### config.mk
export PLATFORM = sky130hd
export DESIGN_NAME = can_txmb_bank
export DESIGN_NICKNAME = d
export VERILOG_FILES = /design/src/rtl/can_txmb_pkg.sv /design/src/rtl/can_txmb_slot.sv /design/src/rtl/can_txmb_order.sv /design/src/rtl/can_txmb_sel.sv /design/src/rtl/can_txmb_bank.sv
export SDC_FILE = /design/constraint.sdc
export NUM_CORES = 1
export LEC_CHECK = 0
export BUFFER_PORTS_ARGS = -buffer_cell sky130_fd_sc_hd__clkbuf_2
export CAP_MARGIN = 30
export CORE_AREA = 5 5 322 198
export CTS_CLUSTER_SIZE = 8
export DETAILED_ROUTE_END_ITERATION = 8
export DIE_AREA = 0 0 327 203
export PLACE_DENSITY = 0.45
export SYNTH_ARGS = -nofsm -noshare
export SYNTH_HDL_FRONTEND = slang
export SYNTH_SLANG_ARGS = --single-unit
### constraint.sdc
create_clock -name clk -period 6.7 [get_ports clk]
set_clock_uncertainty 0.15 [all_clocks]
set_input_delay 0.335 -clock clk [delete_from_list [all_inputs] [get_ports clk]]
set_output_delay 0.335 -clock clk [all_outputs]
set_load 0.01 [all_outputs]
### src/rtl/can_txmb_pkg.sv
package can_txmb_pkg;
  localparam int KEY_W = 29;
  localparam int DLC_W = 4;

  localparam logic [1:0] W_ID  = 2'd0;
  localparam logic [1:0] W_LEN = 2'd1;
  localparam logic [1:0] W_D0  = 2'd2;
  localparam logic [1:0] W_D1  = 2'd3;

  // Priority key: extended ids use all 29 bits, standard ids are left-aligned.
  function automatic logic [KEY_W-1:0] prio_key(input logic [31:0] idw);
    if (idw[2]) return idw[31:3];
    return {idw[31:21], 18'b0};
  endfunction
endpackage

### src/rtl/can_txmb_slot.sv
module can_txmb_slot
  import can_txmb_pkg::*;
#(
  parameter int DW = 32
) (
  input  logic             clk,
  input  logic             rst_n,
  input  logic             wr_en,
  input  logic [1:0]       wr_word,
  input  logic [DW-1:0]    wr_data,
  input  logic             done,
  output logic [DW-1:0]    id_q,
  output logic [DLC_W-1:0] dlc_q,
  output logic [DW-1:0]    d0_q,
  output logic [DW-1:0]    d1_q,
  output logic             pending,
  output logic             req_new
);
  logic accept;

  assign pending = id_q[0];
  assign accept  = wr_en && !pending;
  assign req_new = accept && (wr_word == W_ID) && wr_data[0];

  always_ff @(posedge clk or negedge rst_n) begin
    if (!rst_n) begin
      id_q  <= '0;
      dlc_q <= '0;
      d0_q  <= '0;
      d1_q  <= '0;
    end else begin
      if (done) id_q[0] <= 1'b0;
      if (accept) begin
        case (wr_word)
          W_ID:    id_q  <= wr_data;
          W_LEN:   dlc_q <= wr_data[DLC_W-1:0];
          W_D0:    d0_q  <= wr_data;
          default: d1_q  <= wr_data;
        endcase
      end
    end
  end

  AST_LOCKED_WORDS: assert property (@(posedge clk) disable iff (!rst_n)
    (wr_en && pending) |=> ($stable(d0_q) && $stable(d1_q) && $stable(dlc_q) && $stable(id_q[DW-1:1])));
endmodule

### src/rtl/can_txmb_order.sv
module can_txmb_order #(
  parameter int N  = 3,
  parameter int RW = 2
) (
  input  logic                 clk,
  input  logic                 rst_n,
  input  logic [N-1:0]         pend,
  input  logic [N-1:0]         req_new,
  input  logic [N-1:0]         done_vec,
  output logic [N-1:0][RW-1:0] rank_q
);
  logic [RW-1:0] done_rank;
  logic [RW-1:0] live_cnt;
  logic          any_done;

  always_comb begin
    done_rank = '0;
    for (int i = 0; i < N; i++)
      if (done_vec[i]) done_rank = rank_q[i];
    live_cnt = RW'($countones(pend & ~done_vec));
    any_done = |done_vec;
  end

  always_ff @(posedge clk or negedge rst_n) begin
    if (!rst_n) begin
      rank_q <= '0;
    end else begin
      for (int i = 0; i < N; i++) begin
        if (req_new[i])
          rank_q[i] <= live_cnt;
        else if (pend[i] && !done_vec[i] && any_done && rank_q[i] > done_rank)
          rank_q[i] <= rank_q[i] - 1'b1;
      end
    end
  end

  for (genvar a = 0; a < N; a++) begin : g_ra
    for (genvar b = a + 1; b < N; b++) begin : g_rb
      AST_RANK_DISTINCT: assert property (@(posedge clk) disable iff (!rst_n)
        (pend[a] && pend[b]) |-> (rank_q[a] != rank_q[b]));
    end
  end
endmodule

### src/rtl/can_txmb_sel.sv
module can_txmb_sel #(
  parameter int N  = 3,
  parameter int RW = 2,
  parameter int KW = 29,
  parameter int IW = 2
) (
  input  logic [N-1:0]         pend,
  input  logic                 by_order,
  input  logic [N-1:0][RW-1:0] rank,
  input  logic [N-1:0][KW-1:0] key,
  output logic                 any,
  output logic [IW-1:0]        win
);
  logic [RW-1:0] best_rank;
  logic [KW-1:0] best_key;

  always_comb begin
    any       = 1'b0;
    win       = '0;
    best_rank = '0;
    best_key  = '0;
    for (int i = 0; i < N; i++) begin
      if (pend[i] && (!any || (by_order ? (rank[i] < best_rank) : (key[i] < best_key)))) begin
        any       = 1'b1;
        win       = IW'(i);
        best_rank = rank[i];
        best_key  = key[i];
      end
    end
  end
endmodule

### src/rtl/can_txmb_bank.sv
module can_txmb_bank
  import can_txmb_pkg::*;
#(
  parameter int NUM_MB = 3,
  parameter int AW     = 8,
  parameter int DW     = 32
) (
  input  logic                      clk,
  input  logic                      rst_n,
  input  logic                      bus_wr,
  input  logic [AW-1:0]             bus_addr,
  input  logic [DW-1:0]             bus_wdata,
  input  logic [AW-1:0]             bus_rd_addr,
  output logic [DW-1:0]             bus_rdata,
  input  logic                      tx_ready,
  output logic                      tx_valid,
  output logic [$clog2(NUM_MB)-1:0] tx_slot,
  output logic [DW-1:0]             tx_id,
  output logic [3:0]                tx_dlc,
  output logic [DW-1:0]             tx_data0,
  output logic [DW-1:0]             tx_data1,
  input  logic                      tx_done,
  output logic                      irq
);
  localparam int IW       = $clog2(NUM_MB);
  localparam int RW       = (NUM_MB > 1) ? $clog2(NUM_MB) : 1;
  localparam int SW       = AW - 4;
  localparam int FLAG_SP  = 8;
  localparam logic [AW-1:0] CTRL_ADDR = AW'(NUM_MB * 16);
  localparam logic [AW-1:0] STAT_ADDR = AW'(NUM_MB * 16 + 4);

  logic [DW-1:0]    id_w  [NUM_MB];
  logic [DLC_W-1:0] dlc_w [NUM_MB];
  logic [DW-1:0]    d0_w  [NUM_MB];
  logic [DW-1:0]    d1_w  [NUM_MB];
  logic [NUM_MB-1:0] pend_vec, req_vec, done_vec, mb_wr;
  logic [NUM_MB-1:0][KEY_W-1:0] key_w;
  logic [NUM_MB-1:0][RW-1:0]    rank_w;

  logic          by_order, irq_en;
  logic [NUM_MB-1:0] cmp_q;
  logic          busy;
  logic [IW-1:0] cur;
  logic          sel_any;
  logic [IW-1:0] sel_win;
  logic          ctrl_wr, stat_wr, mb_region;
  logic [IW-1:0] rsel;
  logic          unused_bits;

  assign unused_bits = &{1'b0, bus_addr[1:0], bus_rd_addr[1:0]};
  assign mb_region   = bus_addr < CTRL_ADDR;
  assign ctrl_wr     = bus_wr && (bus_addr == CTRL_ADDR);
  assign stat_wr     = bus_wr && (bus_addr == STAT_ADDR);

  for (genvar i = 0; i < NUM_MB; i++) begin : g_mb
    assign mb_wr[i]    = bus_wr && mb_region && (bus_addr[AW-1:4] == SW'(i));
    assign done_vec[i] = busy && tx_done && (cur == IW'(i));
    assign key_w[i]    = prio_key(id_w[i]);

    can_txmb_slot #(.DW(DW)) u_slot (
      .clk     (clk),
      .rst_n   (rst_n),
      .wr_en   (mb_wr[i]),
      .wr_word (bus_addr[3:2]),
      .wr_data (bus_wdata),
      .done    (done_vec[i]),
      .id_q    (id_w[i]),
      .dlc_q   (dlc_w[i]),
      .d0_q    (d0_w[i]),
      .d1_q    (d1_w[i]),
      .pending (pend_vec[i]),
      .req_new (req_vec[i])
    );
  end

  can_txmb_order #(.N(NUM_MB), .RW(RW)) u_order (
    .clk      (clk),
    .rst_n    (rst_n),
    .pend     (pend_vec),
    .req_new  (req_vec),
    .done_vec (done_vec),
    .rank_q   (rank_w)
  );

  can_txmb_sel #(.N(NUM_MB), .RW(RW), .KW(KEY_W), .IW(IW)) u_sel (
    .pend     (pend_vec),
    .by_order (by_order),
    .rank     (rank_w),
    .key      (key_w),
    .any      (sel_any),
    .win      (sel_win)
  );

  always_ff @(posedge clk or negedge rst_n) begin
    if (!rst_n) begin
      by_order <= 1'b0;
      irq_en   <= 1'b0;
      cmp_q    <= '0;
      busy     <= 1'b0;
      cur      <= '0;
    end else begin
      if (ctrl_wr) begin
        by_order <= bus_wdata[0];
        irq_en   <= bus_wdata[1];
      end
      for (int i = 0; i < NUM_MB; i++) begin
        if (done_vec[i])                        cmp_q[i] <= 1'b1;
        else if (stat_wr && bus_wdata[i*FLAG_SP]) cmp_q[i] <= 1'b0;
      end
      if (busy && tx_done) begin
        busy <= 1'b0;
      end else if (!busy && tx_ready && sel_any) begin
        busy <= 1'b1;
        cur  <= sel_win;
      end
    end
  end

  assign tx_valid = busy;
  assign tx_slot  = cur;
  assign tx_id    = id_w[cur];
  assign tx_dlc   = dlc_w[cur];
  assign tx_data0 = d0_w[cur];
  assign tx_data1 = d1_w[cur];
  assign irq      = irq_en && (|cmp_q);

  assign rsel = IW'(bus_rd_addr[AW-1:4]);

  always_comb begin
    bus_rdata = '0;
    if (bus_rd_addr < CTRL_ADDR) begin
      case (bus_rd_addr[3:2])
        W_ID:    bus_rdata = id_w[rsel];
        W_LEN:   bus_rdata = DW'(dlc_w[rsel]);
        W_D0:    bus_rdata = d0_w[rsel];
        default: bus_rdata = d1_w[rsel];
      endcase
    end else if (bus_rd_addr == CTRL_ADDR) begin
      bus_rdata[1:0] = {irq_en, by_order};
    end else if (bus_rd_addr == STAT_ADDR) begin
      for (int i = 0; i < NUM_MB; i++) bus_rdata[i*FLAG_SP] = cmp_q[i];
    end
  end

  AST_BUSY_PENDING: assert property (@(posedge clk) disable iff (!rst_n)
    busy |-> pend_vec[cur]);
  AST_HOLD_SLOT: assert property (@(posedge clk) disable iff (!rst_n)
    (busy && !tx_done) |=> (busy && $stable(cur)));
  AST_DONE_RELEASE: assert property (@(posedge clk) disable iff (!rst_n)
    (busy && tx_done) |=> (!busy && !pend_vec[$past(cur)] && cmp_q[$past(cur)]));
  AST_ORDER_HEAD: assert property (@(posedge clk) disable iff (!rst_n)
    ($rose(busy) && $past(by_order)) |-> (rank_w[cur] == '0));
endmodule

; ---- After elaboration in Yosys (flattened, before gate mapping)
; Cells that the tools add are included.
[totals]
regBits = 314
in_bits = 53
output_inout_bits = 136
wordCells = 217
[classes]
add_sub_neg = 5
magnitude_cmp = 11
n_eq_ne = 12
n_mux = 84
n_bitwise = 6
n_reduce_logical = 74
[ops]
columns = cell, count
row1 = $bmux 32 s2, 6
row2 = $mux 32, 12
row3 = $mux 29, 8
row4 = $pmux 32 s3, 1
row5 = $lt 29x29->1, 2
row6 = $logic_and 1x1->1, 36
row7 = $mux 1, 35
row8 = $eq 8x6->1 const B, 4
row9 = $mux 2, 13
row10 = $reduce_and 2->1, 13
row11 = $bmux 4 s2, 2
row12 = $lt 8x6->1 const B, 2
row13 = $mux 4, 4
row14 = $mux 15, 1
row15 = $reduce_bool 2->1, 7
row16 = $logic_not 1->1, 9
row17 = $reduce_or 3->1, 3
row18 = $mux 7, 1
row19 = $eq 2x1->1 const B, 3
row20 = $eq 2x2->1 const B, 3
row21 = $ge 3x3->1 const B, 2
row22 = $gt 2x2->1, 3
row23 = $logic_not 2->1, 3
row24 = $mux 6, 1
row25 = 12 further kinds, 18

; ---- Logic depth before layout (Yosys ltp)
; Gate-level depths: netlist of the first run.
[logic_depth]
ltp_word = 16
ltp_mapped = 22
depth_no_buf = 19

; ---- By module
; From an unflattened synthesis of the first run, not the netlist that was laid out.
[unflattened]
cells_unflattened = 1738
hier_area_um2 = 19356.1
[by_module_without_submodules]
columns = module, n_inst, cells_per_inst, area_each_um2, seq_area_each_um2
row1 = can_txmb_slot, 3, 217, 3799.9, 2502.4
row2 = can_txmb_bank, 1, 745, 5477.8, 200.2
row3 = can_txmb_sel, 1, 263, 1819.2, 0.0
row4 = can_txmb_order, 1, 79, 659.4, 150.1

; ---- Least setup slack after synthesis of the first run
; OpenSTA, ideal clock, no wires.
[synth_timing]
path_kind = register to register
from = register g_mb[0].u_slot.id_q[0]
to = register cur[1] (netlist: tx_slot[1])
setup_ps = 119
arrival_time_ps = 4463
required_ps = 6431
slack_ps = 1968
path_stages_with_launch = 21
n_path_buf = 4
period_less_slack_ps = 4732
path_cell_list = dfrtp_1 > clkbuf_1 > buf_1 > nand2_1 > ha_1 > nand4_1 > or4_1 > o41a_1 > a31oi_2 > nor2_2 > clkbuf_1 > clkbuf_1 > a21oi_1 > ha_1 > nand4_1 > or2_2 > nor4_1 > o21ai_0 > o21ai_0 > a211oi_2 > o21a_1
[synth_via]
elab_chain_cells = 13
elab_cells_between_ends = 22
cone_classes = order compare (4) / mux (10) / reduce/logical (8)
[synth_rtl]
columns = element, line_no
row1 = start: declaration, can_txmb_slot.sv:12  ; output logic [DW-1:0] id_q,
row2 = start signal: assignment, can_txmb_slot.sv:35  ; W_ID: id_q <= wr_data;
row3 = $mux 29 or $mux 2 (tied branches), can_txmb_sel.sv:23  ; if (pend[i] && (!any || (by_order ? (rank[i] < best_rank) : (key[i] < best_key)))) begin
row4 = $lt 29x29->1 or $lt 2x2->1 (tied branches), can_txmb_sel.sv:23
row5 = $mux 1, can_txmb_sel.sv:23
row6 = $logic_or 1x1->1, can_txmb_sel.sv:23
row7 = $logic_and 1x1->1, can_txmb_sel.sv:23
row8 = $mux 29 or $mux 2 (tied branches), can_txmb_sel.sv:23
row9 = $lt 29x29->1 or $lt 2x2->1 (tied branches), can_txmb_sel.sv:23
row10 = $mux 1, can_txmb_sel.sv:23
row11 = $logic_or 1x1->1, can_txmb_sel.sv:23
row12 = $logic_and 1x1->1, can_txmb_sel.sv:23
row13 = $mux 1, can_txmb_sel.sv:23
row14 = $logic_and 1x1->1, can_txmb_bank.sv:112  ; end else if (!busy && tx_ready && sel_any) begin
row15 = $reduce_and 2->1 (no line), n/a
row16 = end signal: assignment, can_txmb_bank.sv:114  ; cur <= sel_win;
row17 = end: declaration, can_txmb_bank.sv:43  ; logic [IW-1:0] cur;
; Parallel ways exist; a longest one is shown, timed or not.
; A chain may end at the register's enable or synchronous reset.

; ---- Worst setup path in the final report of the first run
[layout_timing]
from = register g_mb[0].u_slot.id_q[2]
to = register cur[1] (netlist: tx_slot[1])
[layout_via]
elab_chain_cells = 15
elab_cells_between_ends = 20
cone_classes = order compare (3) / mux (10) / reduce/logical (7)
[layout_rtl]
columns = element, line_no
row1 = $mux 1 *, can_txmb_pkg.sv:12  ; if (idw[2]) return idw[31:3];
row2 = $mux 29 *, can_txmb_pkg.sv:13  ; return {idw[31:21], 18'b0};
row3 = $mux 29 *, can_txmb_sel.sv:23
row4 = $lt 29x29->1, can_txmb_sel.sv:23
row5 = $mux 1, can_txmb_sel.sv:23
row6 = $logic_or 1x1->1, can_txmb_sel.sv:23
row7 = $logic_and 1x1->1, can_txmb_sel.sv:23
row8 = $mux 29 or $mux 2 (tied branches), can_txmb_sel.sv:23
row9 = $lt 29x29->1 or $lt 2x2->1 (tied branches), can_txmb_sel.sv:23
row10 = $mux 1, can_txmb_sel.sv:23
row11 = $logic_or 1x1->1, can_txmb_sel.sv:23
row12 = $logic_and 1x1->1, can_txmb_sel.sv:23
row13 = $mux 1, can_txmb_sel.sv:23
row14 = $logic_and 1x1->1, can_txmb_bank.sv:112
row15 = $reduce_and 2->1 (no line), n/a
; Every way passes the cells marked *; elsewhere a longest branch is shown, timed or not.

==> flow_summary.ini, run 1 <==
[sta]
layout_setup_ws_ps = 1490
rsz0062_at_grt = false
fin_crit_ps = 5210
maxSlewHeadroom_pct = 31.3
drv_slew = 0
setup_viol = 0
post-route-period-util_pct = 77.8
setup_tns_ps = 0
max_freq_mhz = 192
max_slew.worst_pin.slew_ps = 1030
hold_viol_final = 0

[power]
total_power_w = 0.00689
power.switching_w = 0.00259
p_seq_share_pct = 37.4
p_per_area_nw_per_um2 = 316
ir_worst_vdd_mv = 0.311
p_int_w = 0.00431
clock_power_share_pct = 30.2
leakage_nw = 10.1
p_sw_share_pct = 37.5
pwr-share-comb_pct = 32.4

[flow_run]
drv_cap = 0

[logic_synthesis]
synth_top_area_share_pct = 42.4
synth-seq-cells = 314
synth.top_cells.by_area = dfrtp_1, mux2_2, mux2i_1, ha_1, nand2_1
netlist_area_um2 = 18500
synth_nets = 1830
yosysWarnings = 0
syn_avg_cell_area_um2 = 10.8
async_reset_ff_share_pct = 100
ys_types = 56
syn_inst = 1712
synth_edf_count = 0
synth_common_cells = dfrtp_1, mux2_2, nand2_1
yosysMostFrequentCell = dfrtp_1
synth_flop_cell = dfrtp_1
synth_seq_area_share_pct = 42.4
synth_top_area_cell = dfrtp_1

[die]
ioPinCount = 189
die_h_um = 203
fp.coreArea_um2 = 60300
start_util_pct = 30.7
die_area_um2 = 66400
fp-row-count = 70
die_w_um = 327

[global_routing]
first_global_vias = 14700
antenna_found_initial = 0
grt_max_degree = 129
grt_overflow = 0
grt_pass1_wl_mm = 99.3
grt_use_total_pct = 19.5

[route]
dr_total_vias = 14600
drt_iter0_markers = 1238
top_layer_used = met4
firstDrtPassIters = 5
met2_length_mm = 27.5
wl_met1_mm = 34.1
viasPerCell = 5.47
ant_nets = 0
routed_wl_mm = 66.1
met3_length_mm = 3.48
routedWlPerCell_um = 24.8
drc = 0

[cts]
clockRootBuffer = clkbuf_16
clk_path_buf_depth = 3
cts_made_buffers = 45
post-cts-setup-buffers = 0
cts.sinks = 314
htreeDepth = 2
clk_latency_ps = 570
clkTransAtPathRegs_ps = 50
cts_tree = built

[critical_path]
worst-endpoint-required_ps = 6990
path_cells = and2_1 > nand2_1 > ha_1 > and3_1 > a221oi_1 > a31oi_2 > nor2_4 > buf_4 > a21oi_1 > ha_1 > nand4_1 > or2_2 > nor4_1 > o21ai_0 > o21ai_0 > a211oi_2 > o21a_1
timing.critical_path.buf_inv = 1
crit_family = simple AND/OR/NAND/NOR gates
cp-end-kind = register
max_stage_delay_ps = 630
path_class = register to register
start_kind = register
critPathMaxFanout = 33
crit_slowest_cell = and2_1
arrival_ps = 5510

[outcome]
outcome = completed

[layout]
final_nets = 1995
finalNonFillerCells = 2672
area_growth_pct = 17.8
layout-drive-gt1-share_pct = 32.7
fin_util_pct = 36.2
n_antenna_cell = 0

[place]
dp.cells = 2601
post-dp-hpwl_mm = 44.3
gp_congestion = 0.855
numPortBuffers = 188
dp_slack_ps = 1490

[hold_path]
hp-class = input pin to register
[per-stage QoR]
step / hold WS (ps) / instance area, µm²
after floorplan: -111 / 18500
after global placement: 183 / 20300
after detailed placement: 184 / 20400
after CTS: 2.22 / 21800
after global routing: 30.8 / 21800
final: 29.0 / 21800
[power groups by stage]
stage	Sequential [W]	Clock, W	Combinational [W]
4_1_cts	0.00258	0.00215	0.00225
5_1_grt	0.00262	0.00223	0.00242
6_report	0.00258	0.00208	0.00223
3_5_place_dp	0.00260	0	0.00223
3_3_place_gp	0.00260	0	0.00219
2_1_floorplan	0.00237	0	0.00145
[layer usage]
| layer | up-vias | GRT usage (%) |
|---|---|---|
| met5 | - | 0 |
| met4 | 0 | 3.78 |
| met3 | 71 | 3.34 |
| met2 | 391 | 28.3 |
| met1 | 7547 | 30.5 |
| li1 | 6614 | - |
[kinds of logic after synthesis]
kind of cell / synth area share [%]
adders and majority gates: 4.43
xor gates and xnor gates: 0.142
AOI/OAI and AO/OA: 11.1
buffers and inverters: 2.77
DFF: 42.4
and+or+nand+nor: 9.53
muxes: 29.7
[layout by cell type, fill, tap and decap left out, types with 4 or more instances in the layout]
master,Yosys,layout
dfrtp_1,314,312
mux2_2,296,296
clkbuf_2,0,185
nand2_1,177,172
mux2i_1,149,149
o21ai_0,130,130
nor2_1,84,82
ha_1,64,64
a21oi_1,61,61
clkbuf_16,0,46
a21o_1,40,40
and2_1,36,36
nor3_1,35,34
a211oi_1,31,31
buf_4,1,30
mux4_2,28,28
a222oi_1,26,26
dlygate4sd3_1,0,20
nand3_1,14,12
nand2b_1,11,11
inv_1,10,10
nand4_1,8,8
nor2b_1,8,7
nor4_1,6,6
o22a_1,5,5
nand2_2,0,5
a32oi_1,4,4
o22ai_1,4,4
mux2_1,4,4
[sequential cells by signal, indices dropped and copies added, names as in the netlist]
name and count:
irq_en 1, tx_valid 1, tx_slot 2, g_mb.u_slot.d0_q 96, g_mb.u_slot.d1_q 96, cmp_q 3
g_mb.u_slot.dlc_q 12, u_order.rank_q 6, g_mb.u_slot.id_q 96, by_order 1
[cell type report]
type	count	area, µm²
fillers	5940	38500
multi-input cells	1263	10200
flip-flops and latches	314	7870
repair buffers	243	1510
clock buffers	48	1160
well taps	792	991
clock inverters	2	46.3
inverters	10	37.5
[final timing paths]
| path | startpoint | endpoint | slack [ps] | cells after the start |
|---|---|---|---|---|
| max | g_mb[0].u_slot.id_q[2] | tx_slot[1] | 1490 | 17 |
| min | bus_wdata[28] | g_mb[1].u_slot.id_q[28] | 30 | 2 |
| max reg2reg | g_mb[0].u_slot.id_q[2] | tx_slot[1] | 1490 | 17 |
| min reg2reg | g_mb[1].u_slot.d1_q[7] | g_mb[1].u_slot.d1_q[7] | 370 | 1 |
| max in group asynchronous | rst_n | g_mb[0].u_slot.d1_q[17] | 5020 | 3 |
| min in group asynchronous | rst_n | g_mb[2].u_slot.d1_q[3] | 180 | 2 |
[what timing repair did]
action,in CTS,in global routing
gates resized for setup,0,0
endpoints found under the hold margin,216,0
hold buffers,20,0
Note: power is estimated with default switching activity, not from simulation.
==> run 2: changes to the inputs <==
clock period = 5.25 ns   (was 6.7 ns; I/O delays follow)
==> flow_summary.ini, run 2 (synthesis results as in run 1) <==
[cts]
clk_latency_ps = 570
clockRootBuffer = clkbuf_16
htreeDepth = 2
clkTransAtPathRegs_ps = 60
cts.sinks = 314
cts_made_buffers = 45
clk_path_buf_depth = 3
cts_tree = built

[critical_path]
r2r_end = tx_slot[1]
cp-end-kind = register
start_kind = register
reg2reg_setup_slack_ps = 420
critPathMaxFanout = 22
worstReg2RegStart = g_mb[0].u_slot.id_q[2]
path_class = register to register
arrival_ps = 5180
rr_worst_depth = 20
worst-endpoint-required_ps = 5600

[layout]
fin_area_um2 = 22000
final_common_cell = dfrtp_1
final.fill_count = 6038
area_growth_pct = 18.8
final_nets = 2015
multi_input_area_um2 = 10200
top_regs = g_mb.u_slot.d0_q x96, g_mb.u_slot.d1_q x96, g_mb.u_slot.id_q x96
ff_latch_area_um2 = 7870
final_cell_mix = dfrtp_1, mux2_2, clkbuf_2
layout-drive-gt1-share_pct = 32.6

[sta]
max_slew.worst_pin.slew_ps = 991
rsz0062_at_grt = false
setup_tns_ps = 0
max_freq_mhz = 207
hold_viol_final = 0
post-route-period-util_pct = 92.0
maxSlewHeadroom_pct = 33.9
drv_slew = 0
fin_crit_ps = 4830
setup_viol = 0

[global_routing]
grt_max_degree = 117
grt_overflow = 0
grt_use_total_pct = 19.7
antenna_found_initial = 0
grt_pass1_wl_mm = 101
first_global_vias = 15000

[die]
fp.coreArea_um2 = 60300
die_area_um2 = 66400
fp-row-count = 70
ioPinCount = 189
die_h_um = 203
die_w_um = 327
start_util_pct = 30.7

[hold_path]
hp-start = bus_wdata[29]
min_path_cells = 2
min_to = g_mb[2].u_slot.d0_q[29]
hp-class = input pin to register

[place]
numPortBuffers = 188
dpl_cell_area_um2 = 20400
gp_congestion = 0.868
post-dp-hpwl_mm = 44.2

[power]
power.switching_w = 0.00331
pwr-share-comb_pct = 32.6
p_int_w = 0.00554
leakage_nw = 10.2
p_per_area_nw_per_um2 = 402
ir_worst_vdd_mv = 0.304
clock_power_share_pct = 30.5
p_seq_share_pct = 36.8
p_sw_share_pct = 37.4

[route]
routed_wl_mm = 66.6
ant_nets = 0
drt_iter0_markers = 995
drc = 0
dr_total_vias = 14500
routedWlPerCell_um = 24.7
viasPerCell = 5.39
firstDrtPassIters = 7

[outcome]
outcome = completed

[flow_run]
drv_cap = 0
## run 2: cell count changes in the layout (fill, tap and decap cells not counted), moves of 2 or more
cell	delta
clkbuf_1	-2
dlygate4sd3_1	+16
buf_4	+3
buf_16	-2
## run 2: worst max path at each step
stage,start,end,slack (ps),depth (start not counted)
floorplan,g_mb[0].u_slot.id_q[0],tx_slot[1],520,20
global placement,g_mb[0].u_slot.id_q[2],tx_slot[0],390,20
detailed placement,g_mb[0].u_slot.id_q[2],tx_slot[0],390,20
CTS,g_mb[0].u_slot.id_q[2],tx_slot[1],360,20
global route,g_mb[0].u_slot.id_q[0],tx_slot[0],30,19
finish,g_mb[0].u_slot.id_q[2],tx_slot[1],420,20
## run 2: layer usage
layer	wire length [µm]	share of wire, %	GRT usage, %
met3	3330	5.0	3.33
met5	0	0	0
met4	1060	1.6	3.99
met2	27800	42	28.9
met1	34400	52	30.5
## run 2: per-stage QoR
step                      hold WS [ps]  total power (W)  utilization [%]  std cells  worst slack (ps)
final                             3.14          0.00885             36.5       2693               422
after global routing              17.8          0.00934             36.5       2692              25.9
after CTS                         11.3          0.00895             36.5       2691               363
after detailed placement           284          0.00616             33.8       2605               391
after global placement             284          0.00612             33.7       2602               392
after floorplan                   -183          0.00487                -       1712               518
## run 2: repair_timing
action / in CTS / in global routing
gates resized for setup: 0 / 1
hold buffers: 36 / 0
buffers inserted: 0 / 0
endpoints found under the hold margin: 369 / 0
endpoints found under the setup margin: 0 / 2
## run 2: layout make-up
cell class | count | share of cell area (%)
Inverter | 10 | 0.170
Clock buffer | 48 | 5.40
Timing Repair Buffer | 262 | 7.57
Sequential cell | 314 | 35.7
Tap cell | 792 | 4.50
Multi-Input combinational cell | 1264 | 46.4
Antenna cell | 1 | 0.0114
Clock inverter | 2 | 0.176
## run 2: power by group through the flow
stage,clock network (W),registers [W],logic [W]
2_1_floorplan,0,0.00303,0.00185
3_3_place_gp,0,0.00328,0.00284
3_5_place_dp,0,0.00330,0.00287
4_1_cts,0.00279,0.00326,0.00290
5_1_grt,0.00288,0.00331,0.00314
6_report,0.00270,0.00326,0.00289
## run 2: critical path, stage by stage (launching register included)
cell,delay [ps]
dfrtp_1,400
and2_1,140
buf_4,250
nand2_1,130
ha_1,310
and3_1,210
a221oi_1,570
a31oi_4,180
nor2_4,350
buf_4,320
nor2_1,60
a21oi_1,130
ha_1,260
a21o_1,180
a21o_1,160
a21oi_1,120
o21ai_0,90
a31oi_1,190
o22ai_1,120
a211oi_2,260
o21a_1,160
